<file path="src/rtl/ps2_cmd_tx_pkg.sv">
package ps2_cmd_tx_pkg;

    typedef enum logic [2:0] {
        ST_IDLE    = 3'd0,
        ST_INHIBIT = 3'd1,
        ST_REQUEST = 3'd2,
        ST_SHIFT   = 3'd3,
        ST_ACK     = 3'd4
    } tx_state_e;

    // Bits after the start bit, index 0..9: data LSB first, odd parity, stop.
    // Upper positions padded with released level.
    function automatic logic [15:0] build_frame(input logic [7:0] b);
        return {6'h3F, 1'b1, ~^b, b};
    endfunction

endpackage

</file>
<file path="src/rtl/ps2_cmd_tx_tick.sv">
module ps2_cmd_tx_tick #(
    parameter int DIV = 50
) (
    input  logic clk,
    input  logic rst_n,
    output logic tick
);
    generate
        if (DIV <= 1) begin : g_every
            always_ff @(posedge clk or negedge rst_n) begin
                if (!rst_n) tick <= 1'b0;
                else        tick <= 1'b1;
            end
        end else begin : g_div
            localparam int CW = $clog2(DIV);
            logic [CW-1:0] cnt;
            always_ff @(posedge clk or negedge rst_n) begin
                if (!rst_n) begin
                    cnt  <= '0;
                    tick <= 1'b0;
                end else if (cnt == CW'(DIV - 1)) begin
                    cnt  <= '0;
                    tick <= 1'b1;
                end else begin
                    cnt  <= cnt + 1'b1;
                    tick <= 1'b0;
                end
            end
        end
    endgenerate
endmodule

</file>
<file path="src/rtl/ps2_cmd_tx_filt.sv">
module ps2_cmd_tx_filt #(
    parameter int LEN = 4
) (
    input  logic clk,
    input  logic rst_n,
    input  logic din,
    output logic dout
);
    localparam int CW = $clog2(LEN + 1);

    logic          s1, s2;
    logic [CW-1:0] cnt;

    always_ff @(posedge clk or negedge rst_n) begin
        if (!rst_n) begin
            s1   <= 1'b1;
            s2   <= 1'b1;
            dout <= 1'b1;
            cnt  <= '0;
        end else begin
            s1 <= din;
            s2 <= s1;
            if (s2 == dout) begin
                cnt <= '0;
            end else if (cnt == CW'(LEN - 1)) begin
                dout <= s2;
                cnt  <= '0;
            end else begin
                cnt <= cnt + 1'b1;
            end
        end
    end
endmodule

</file>
<file path="src/rtl/ps2_cmd_tx_uscnt.sv">
module ps2_cmd_tx_uscnt #(
    parameter int W = 8
) (
    input  logic         clk,
    input  logic         rst_n,
    input  logic         tick,
    input  logic         clr,
    output logic [W-1:0] cnt
);
    always_ff @(posedge clk or negedge rst_n) begin
        if (!rst_n)                  cnt <= '0;
        else if (clr)                cnt <= '0;
        else if (tick && cnt != '1)  cnt <= cnt + 1'b1;
    end
endmodule

</file>
<file path="src/rtl/ps2_cmd_tx.sv">
module ps2_cmd_tx
    import ps2_cmd_tx_pkg::*;
#(
    parameter int TICK_DIV    = 50,
    parameter int INHIBIT_US  = 100,
    parameter int START_TO_US = 15000,
    parameter int FRAME_TO_US = 2000,
    parameter int HOLD_US     = 5,
    parameter int FILT_LEN    = 4
) (
    input  logic       clk,
    input  logic       rst_n,
    input  logic       start,
    input  logic [7:0] cmd,
    input  logic       ps2_clk_in,
    input  logic       ps2_dat_in,
    output logic       ps2_clk_pull,
    output logic       ps2_dat_pull,
    output logic       busy,
    output logic       done,
    output logic       ack_err,
    output logic       timeout
);
    localparam int M1 = (START_TO_US > FRAME_TO_US) ? START_TO_US : FRAME_TO_US;
    localparam int M2 = (M1 > INHIBIT_US) ? M1 : INHIBIT_US;
    localparam int M3 = (M2 > HOLD_US) ? M2 : HOLD_US;
    localparam int TW = $clog2(M3 + 3);
    localparam logic [TW-1:0] INH_LIM  = TW'(INHIBIT_US);
    localparam logic [TW-1:0] STO_LIM  = TW'(START_TO_US);
    localparam logic [TW-1:0] FTO_LIM  = TW'(FRAME_TO_US);
    localparam logic [TW-1:0] HOLD_LIM = TW'(HOLD_US);
    localparam logic [3:0]    LAST_IDX = 4'd9;

    tx_state_e state, nxt;

    logic          us_tick;
    logic [1:0]    pad_raw, pad_flt;
    logic          clk_f, dat_f, clk_f_q, fall;
    logic [7:0]    cmd_q;
    logic [15:0]   frame;
    logic [3:0]    idx;
    logic          pend;
    logic [TW-1:0] t_req, t_frm, t_hold;
    logic          go, inh_done, req_to, frm_to, apply;

    // ---------------- timebase and input conditioning ----------------
    ps2_cmd_tx_tick #(.DIV(TICK_DIV)) u_tick (
        .clk(clk), .rst_n(rst_n), .tick(us_tick)
    );

    assign pad_raw = {ps2_dat_in, ps2_clk_in};

    for (genvar g = 0; g < 2; g++) begin : g_line
        ps2_cmd_tx_filt #(.LEN(FILT_LEN)) u_filt (
            .clk(clk), .rst_n(rst_n), .din(pad_raw[g]), .dout(pad_flt[g])
        );
    end

    assign clk_f = pad_flt[0];
    assign dat_f = pad_flt[1];

    always_ff @(posedge clk or negedge rst_n) begin
        if (!rst_n) clk_f_q <= 1'b1;
        else        clk_f_q <= clk_f;
    end

    assign fall = clk_f_q & ~clk_f;

    // ---------------- microsecond timers ----------------
    ps2_cmd_tx_uscnt #(.W(TW)) u_treq (
        .clk(clk), .rst_n(rst_n), .tick(us_tick),
        .clr(state == ST_IDLE), .cnt(t_req)
    );

    ps2_cmd_tx_uscnt #(.W(TW)) u_tfrm (
        .clk(clk), .rst_n(rst_n), .tick(us_tick),
        .clr(!(state == ST_SHIFT || state == ST_ACK)), .cnt(t_frm)
    );

    ps2_cmd_tx_uscnt #(.W(TW)) u_thold (
        .clk(clk), .rst_n(rst_n), .tick(us_tick),
        .clr(fall), .cnt(t_hold)
    );

    // ---------------- conditions ----------------
    assign go       = start && (state == ST_IDLE);
    assign inh_done = t_req > INH_LIM;
    assign req_to   = t_req > STO_LIM;
    assign frm_to   = t_frm > FTO_LIM;
    assign apply    = (state == ST_SHIFT) && pend && (t_hold > HOLD_LIM);
    assign frame    = build_frame(cmd_q);

    // ---------------- state register ----------------
    always_ff @(posedge clk or negedge rst_n) begin
        if (!rst_n) state <= ST_IDLE;
        else        state <= nxt;
    end

    always_comb begin
        nxt = state;
        unique case (state)
            ST_IDLE:    if (go) nxt = ST_INHIBIT;
            ST_INHIBIT: if (inh_done) nxt = ST_REQUEST;
            ST_REQUEST: begin
                if (fall)        nxt = ST_SHIFT;
                else if (req_to) nxt = ST_IDLE;
            end
            ST_SHIFT: begin
                if (frm_to)                          nxt = ST_IDLE;
                else if (apply && idx == LAST_IDX)   nxt = ST_ACK;
            end
            ST_ACK: begin
                if (fall || frm_to) nxt = ST_IDLE;
            end
            default: nxt = ST_IDLE;
        endcase
    end

    // ---------------- bit sequencing ----------------
    always_ff @(posedge clk or negedge rst_n) begin
        if (!rst_n) begin
            cmd_q <= '0;
            idx   <= '0;
            pend  <= 1'b0;
        end else begin
            if (go) cmd_q <= cmd;
            if (state == ST_IDLE || state == ST_REQUEST) idx <= '0;
            else if (apply)                              idx <= idx + 1'b1;
            if (fall && (state == ST_REQUEST || state == ST_SHIFT)) pend <= 1'b1;
            else if (apply || state == ST_IDLE)                     pend <= 1'b0;
        end
    end

    // ---------------- outputs ----------------
    always_ff @(posedge clk or negedge rst_n) begin
        if (!rst_n) begin
            ps2_clk_pull <= 1'b0;
            ps2_dat_pull <= 1'b0;
            done         <= 1'b0;
            ack_err      <= 1'b0;
            timeout      <= 1'b0;
        end else begin
            done    <= 1'b0;
            ack_err <= 1'b0;
            timeout <= 1'b0;
            unique case (state)
                ST_IDLE: begin
                    if (go) begin
                        ps2_clk_pull <= 1'b1;
                        ps2_dat_pull <= 1'b0;
                    end
                end
                ST_INHIBIT: begin
                    if (inh_done) begin
                        ps2_clk_pull <= 1'b0;
                        ps2_dat_pull <= 1'b1;
                    end
                end
                ST_REQUEST: begin
                    if (!fall && req_to) begin
                        ps2_dat_pull <= 1'b0;
                        timeout      <= 1'b1;
                    end
                end
                ST_SHIFT: begin
                    if (frm_to) begin
                        ps2_dat_pull <= 1'b0;
                        timeout      <= 1'b1;
                    end else if (apply) begin
                        ps2_dat_pull <= ~frame[idx];
                    end
                end
                ST_ACK: begin
                    ps2_dat_pull <= 1'b0;
                    if (fall) begin
                        done    <= ~dat_f;
                        ack_err <= dat_f;
                    end else if (frm_to) begin
                        timeout <= 1'b1;
                    end
                end
                default: begin
                    ps2_clk_pull <= 1'b0;
                    ps2_dat_pull <= 1'b0;
                end
            endcase
        end
    end

    assign busy = (state != ST_IDLE);

endmodule

</file>
<file path="config.mk">
export PLATFORM = sky130hd
export DESIGN_NAME = ps2_cmd_tx
export DESIGN_NICKNAME = d
export VERILOG_FILES = /design/src/rtl/ps2_cmd_tx_pkg.sv /design/src/rtl/ps2_cmd_tx_tick.sv /design/src/rtl/ps2_cmd_tx_filt.sv /design/src/rtl/ps2_cmd_tx_uscnt.sv /design/src/rtl/ps2_cmd_tx.sv
export SDC_FILE = /design/constraint.sdc
export NUM_CORES = 1
export LEC_CHECK = 0
export BUFFER_PORTS_ARGS = -buffer_cell sky130_fd_sc_hd__buf_2
export CAP_MARGIN = 15
export CORE_ASPECT_RATIO = 0.75
export CORE_MARGIN = 5
export CORE_UTILIZATION = 60
export DETAILED_ROUTE_END_ITERATION = 12
export PLACE_DENSITY = 0.86
export SLEW_MARGIN = 15
export SYNTH_ARGS = -nofsm -noshare
export SYNTH_HDL_FRONTEND = slang
export SYNTH_HIERARCHICAL = 1
export SYNTH_SLANG_ARGS = --single-unit
</file>
<file path="constraint.sdc">
create_clock -name clk -period 5.4 [get_ports clk]
set_input_delay 0.81 -clock clk [delete_from_list [all_inputs] [get_ports clk]]
set_output_delay 0.81 -clock clk [all_outputs]
set_load 0.02 [all_outputs]
</file>
Word level (Yosys, flattened, before mapping) --
Index checks and enable logic that the tools add are counted.
Cells by class: multiplexer cells 43, bitwise logic cells 7, magnitude comparators 5, equal/unequal tests 21, reductions and logical operators 28, $add $sub $neg 7
Operator list (number):
- 14-bit 2-to-1 mux | 6
- 14-bit by 1-bit adder with 14-bit output, second input constant | 3
- 14-bit inequality test, second input constant | 3
- 3-bit 2-to-1 mux | 11
- 1-bit 2-to-1 mux | 18
- 3-bit case mux with 5 select lines | 1
- 14-bit by 11-bit > comparator with 1-bit output, second input constant | 1
- 14-bit > comparator, second input constant | 1
- 14-bit by 3-bit > comparator with 1-bit output, second input constant | 1
- 14-bit by 7-bit > comparator with 1-bit output, second input constant | 1
- 3-bit by 2-bit == test with 1-bit output, second input constant | 4
- 1-bit logical AND | 9
- 4-bit 2-to-1 mux | 2
- 2-bit nonzero test | 4
- 8-bit XNOR reduction | 1
- 3-bit by 1-bit adder with 3-bit output, second input constant | 2
- 6-bit by 1-bit adder with 6-bit output, second input constant | 1
- 6-bit == test, second input constant | 1
- 6-bit 2-to-1 mux | 1
- 2-bit by 1-bit inequality test with 1-bit output, second input constant | 3
- 3-bit inequality test, second input constant | 2
- 1-bit NOT | 6
- 1-bit case mux with 3 select lines | 2
- 1-bit logical OR | 5
- 19 further kinds | 22
Storage, ports and cells: output and inout port bits 6, flip-flop bits (word level) 83, word-level logic and storage cells 134, bits of input ports 13

Logic depth before layout (Yosys ltp) --
depth after elaboration 7, depth in mapped cells 7, mapped depth without buffers 6

By module --
The synthesis kept the hierarchy.
Modules (own cells, without submodules):
- ps2_cmd_tx_uscnt | cells an instance 85, times used 3, sequential area each 350.3 sq um, area an instance 803.3 sq um
- ps2_cmd_tx | cells an instance 132, times used 1, sequential area each 551.8 sq um, area an instance 1360.1 sq um
- ps2_cmd_tx_filt | cells an instance 13, times used 2, sequential area each 153.9 sq um, area an instance 220.2 sq um
- ps2_cmd_tx_tick | cells an instance 27, times used 1, sequential area each 175.2 sq um, area an instance 310.3 sq um

Worst setup path before layout --
No wires, ideal clock.
kind flip-flop to flip-flop, from register state[1], to register u_treq.cnt[0], stages on the path, launching flop included 8, required time 5.272 ns, library setup time 0.128 ns, path slack 3.344 ns, buffers on the path 3, data arrival time 1.928 ns, clock period less this slack 2.056 ns, cell sequence dfrtp_1 buf_2 or3_1 inv_2 clkbuf_1 clkbuf_1 nor2_1 mux2_1
Between the ends: word-level cells in the longest chain between the ends 2, elaborated cells on any way between the ends 3, classes of those cells mux (1); reduce/logical (2)
Ends and longest elaborated chain:
- from (decl) | line ps2_cmd_tx.sv:34 | tx_state_e state, nxt;
- from (signal assigned) | line ps2_cmd_tx.sv:96 | else state <= nxt;
- 3-bit zero test * | line ps2_cmd_tx.sv:72 | .clr(state == ST_IDLE), .cnt(t_req)
- 14-bit 2-to-1 mux / 2-bit nonzero test (equally long branches)
- to (signal assigned) | line ps2_cmd_tx_uscnt.sv:13 | else if (tick && cnt != '1) cnt <= cnt + 1'b1;
- to (decl) | line ps2_cmd_tx_uscnt.sv:8 | output logic [W-1:0] cnt
Every way passes the cells marked *; elsewhere a longest branch is shown, timed or not. A chain may end at the register's enable or synchronous reset.

Worst setup path after layout --
from register state[0], to output busy
Between the ends: word-level cells in the longest chain between the ends 1
Ends and longest elaborated chain:
- 3-bit nonzero test | line ps2_cmd_tx.sv:190 | assign busy = (state != ST_IDLE);
- to (decl) | line ps2_cmd_tx.sv:19 | output logic busy,
No other way between the ends.

==> results.json <==
{
  "vdd_ir_drop_max_v": 0.000264,
  "via_per_inst": 6.22,
  "whs_path_depth": 0,
  "tns_ns": 0,
  "synthFlopType": "dfrtp_1",
  "fmaxAchievable_ghz": 0.435,
  "worst_slew_pin_slew_ns": 1.02,
  "intPower_mw": 1.08,
  "synth_edf_count": 0,
  "netlist_area_um2": 4520,
  "drtPass1Iterations": 4,
  "worstSkewPairLatency_ns": 0.37,
  "grt_max_degree": 84,
  "wl_per_cell_um": 15.6,
  "first_global_vias": 3327,
  "maxSlewHeadroom_pct": 31.7,
  "grt_first_pass_wirelength_mm": 15.4,
  "start_util_pct": 61.7,
  "drv_slew": 0,
  "ys_seq_area_share_pct": 46.1,
  "p_clk_share_pct": 24.8,
  "end_kind": "output pin",
  "die_area_um2": 9390,
  "yosysWarnings": 6,
  "wl_mm": 8.71,
  "hold_class": "reg2reg",
  "synthArstFlopShare_pct": 100,
  "ctsResizeCount": 0,
  "drt_iter0_markers": 203,
  "outcome": "complete, no violations",
  "post-route-period-util_pct": 42.6,
  "synth_nets": 462,
  "finalNetCount": 476,
  "cts_root_buffer": "clkbuf_8",
  "hold_viol_final": 0,
  "power_mw": 1.63,
  "clk_path_buf_depth": 2,
  "seq_power_share_pct": 47.3,
  "r2r_end": "u_tfrm/cnt[0]",
  "worstHoldEndpoint": "g_line[0].u_filt/s2",
  "r2r_start": "u_tfrm/cnt[0]",
  "num_io_pins": 19,
  "grt_util_all_layers_pct": 20.5,
  "cts.hold.buffers_added": 0,
  "gp_congestion": 0.850,
  "required_ns": 4.59,
  "switching_power_mw": 0.547,
  "cts_buffers": 9,
  "die_x_um": 110,
  "finalClockSkew_ns": 0.0107,
  "htreeDepth": 3,
  "area_growth_pct": 7.22,
  "placementRows": 27,
  "period_needed_ns": 2.30,
  "antenna_found_initial": 0,
  "crit_path_max_fanout": 8,
  "clkSinkCount": 83,
  "synth.distinct_cells": 65,
  "port-buffer-count": 18,
  "cts_tree": "done",
  "synth_area_per_cell_um2": 10.3,
  "startpoint_type": "flip-flop",
  "overflow": 0,
  "route.detailed.drc": 0,
  "post-cts-setup-buffer-count": 0,
  "core_area_um2": 7330,
  "combPwrFrac_pct": 27.9,
  "fin_cells": 560,
  "crit_type": "reg2out",
  "ff2ff_setup_slack_ns": 3.16,
  "hpwlAfterDp_mm": 5.91,
  "clkTransAtPathRegs_ns": 0.09,
  "rsz0062_at_grt": "no",
  "r2r_cells": 5,
  "drtAntennaViolNets": 0,
  "die_h_um": 85.2,
  "ys_ff_latch": 83,
  "p_leak_nw": 2.02,
  "n_antenna_cell": 0,
  "max-cap-violations": 0,
  "cellPowerDensity_nw_per_um2": 336,
  "cp_data_arrival_time_ns": 1.49,
  "dp_cells": 544,
  "setup_viol": 0,
  "swShare_pct": 33.5,
  "drive_gt1_share_pct": 15.3,
  "hold_start": "g_line[0].u_filt/s1",
  "vias": 3483,
  "synthCells": 440
}
==> sequential cells by signal (all words and copies together), names as in the netlist, 2 cells and up <==
name and flops:
idx 4, g_line.u_filt/s1 2, u_treq/cnt 14, cmd_q 8, g_line.u_filt/s2 2, g_line.u_filt/cnt 6, u_tfrm/cnt 14, u_thold/cnt 14
u_tick/g_div.cnt 6, state 3, g_line.u_filt/dout 2
==> placed cells by master, fill, tap and decap left out, types with 9 or more instances in the layout <==
| master | Yosys | layout |
|---|---|---|
| dfrtp_1 | 76 | 76 |
| nor2_1 | 32 | 32 |
| a21oi_1 | 30 | 30 |
| nand2_1 | 22 | 22 |
| or3_1 | 17 | 17 |
| nand4_1 | 17 | 17 |
| nor2b_1 | 17 | 17 |
| buf_2 | 3 | 17 |
| nand3_1 | 16 | 16 |
| nor3_1 | 14 | 14 |
| mux2_1 | 14 | 14 |
| xnor2_1 | 12 | 12 |
| or4_1 | 12 | 12 |
| o21ai_0 | 11 | 11 |
| inv_1 | 9 | 9 |
| ha_1 | 9 | 9 |
| clkbuf_8 | 0 | 9 |
| o31ai_1 | 9 | 9 |
| o21ai_1 | 9 | 9 |
==> synthesized netlist by cell type, drive strengths merged, types with 10 or more instances <==
| library cell | instances | area share [%] |
|---|---|---|
| dfrtp | 76 | 42 |
| nor2 | 33 | 2.8 |
| a21oi | 30 | 3.3 |
| nand2 | 22 | 1.8 |
| nand3 | 20 | 2.7 |
| nand4 | 20 | 3.2 |
| o21ai | 20 | 2.2 |
| mux2 | 19 | 4.7 |
| nor2b | 19 | 3.0 |
| or3 | 17 | 2.4 |
| nor3 | 14 | 1.6 |
| or4 | 12 | 2.0 |
| xnor2 | 12 | 2.3 |
| nor4 | 11 | 2.7 |
| clkbuf | 10 | 0.86 |
| inv | 10 | 0.83 |
==> layout make-up <==
type,instances,area (µm²)
Fill cell,578,2480
Multi-Input combinational cell,331,2320
Sequential cell,83,2090
Tap cell,101,126
Clock buffer,9,124
Timing Repair Buffer,19,100
Clock inverter,7,52.6
Inverter,10,37.5
==> power by group through the flow <==
stage	sequential (mW)	combinational, mW	clock, mW
CTS	0.772	0.457	0.419
global route	0.783	0.505	0.445
floorplan	0.768	0.369	0
detailed placement	0.784	0.455	0
global placement	0.777	0.442	0
finish	0.772	0.455	0.404
==> worst max-delay path: stages (launching register included) <==
cell     delay, ns
dfrtp_1       0.47
or3_1         0.46
buf_2         0.19
==> logic make-up after synthesis <==
kind of cell	count (synthesis)	share of synthesized area [%]
and+or+nand+nor	196	26.5
AOI/OAI and AO/OA	84	12.4
DFF	83	46.1
muxes	27	7.06
buffers and inverters	26	2.52
xor gates and xnor gates	15	2.91
adders and majority gates	9	2.49
==> per-layer routing <==
metal | share of wire [%] | track usage [%] | up-vias
li1 | - | - | 1669
met2 | 46 | 31.2 | 86
met3 | 5.8 | 6.77 | 10
met4 | 0.91 | 4.92 | 0
met1 | 47 | 28.5 | 1718
met5 | 0 | 0 | -
==> worst max-delay path by stage <==
stage	end	cells after the start	from
6_report	busy	2	state[0]
3_3_place_gp	u_treq/cnt[0]	5	u_treq/cnt[0]
5_1_grt	u_tfrm/cnt[0]	5	u_tfrm/cnt[0]
3_5_place_dp	u_tfrm/cnt[0]	5	u_tfrm/cnt[0]
4_1_cts	busy	2	state[0]
2_1_floorplan	u_treq/cnt[0]	7	state[1]
==> stage by stage <==
stage	instance area, µm²	utilization (%)	setup slack, ns	hold slack (ns)
final	4850	66.1	3.10	0.360
after global routing	4850	66.1	2.96	0.364
after floorplan	4520	-	3.34	0.345
after global placement	4670	63.7	3.33	0.346
after detailed placement	4670	63.7	3.18	0.347
after CTS	4850	66.1	3.09	0.360
Note: power is estimated with default switching activity, not from simulation.
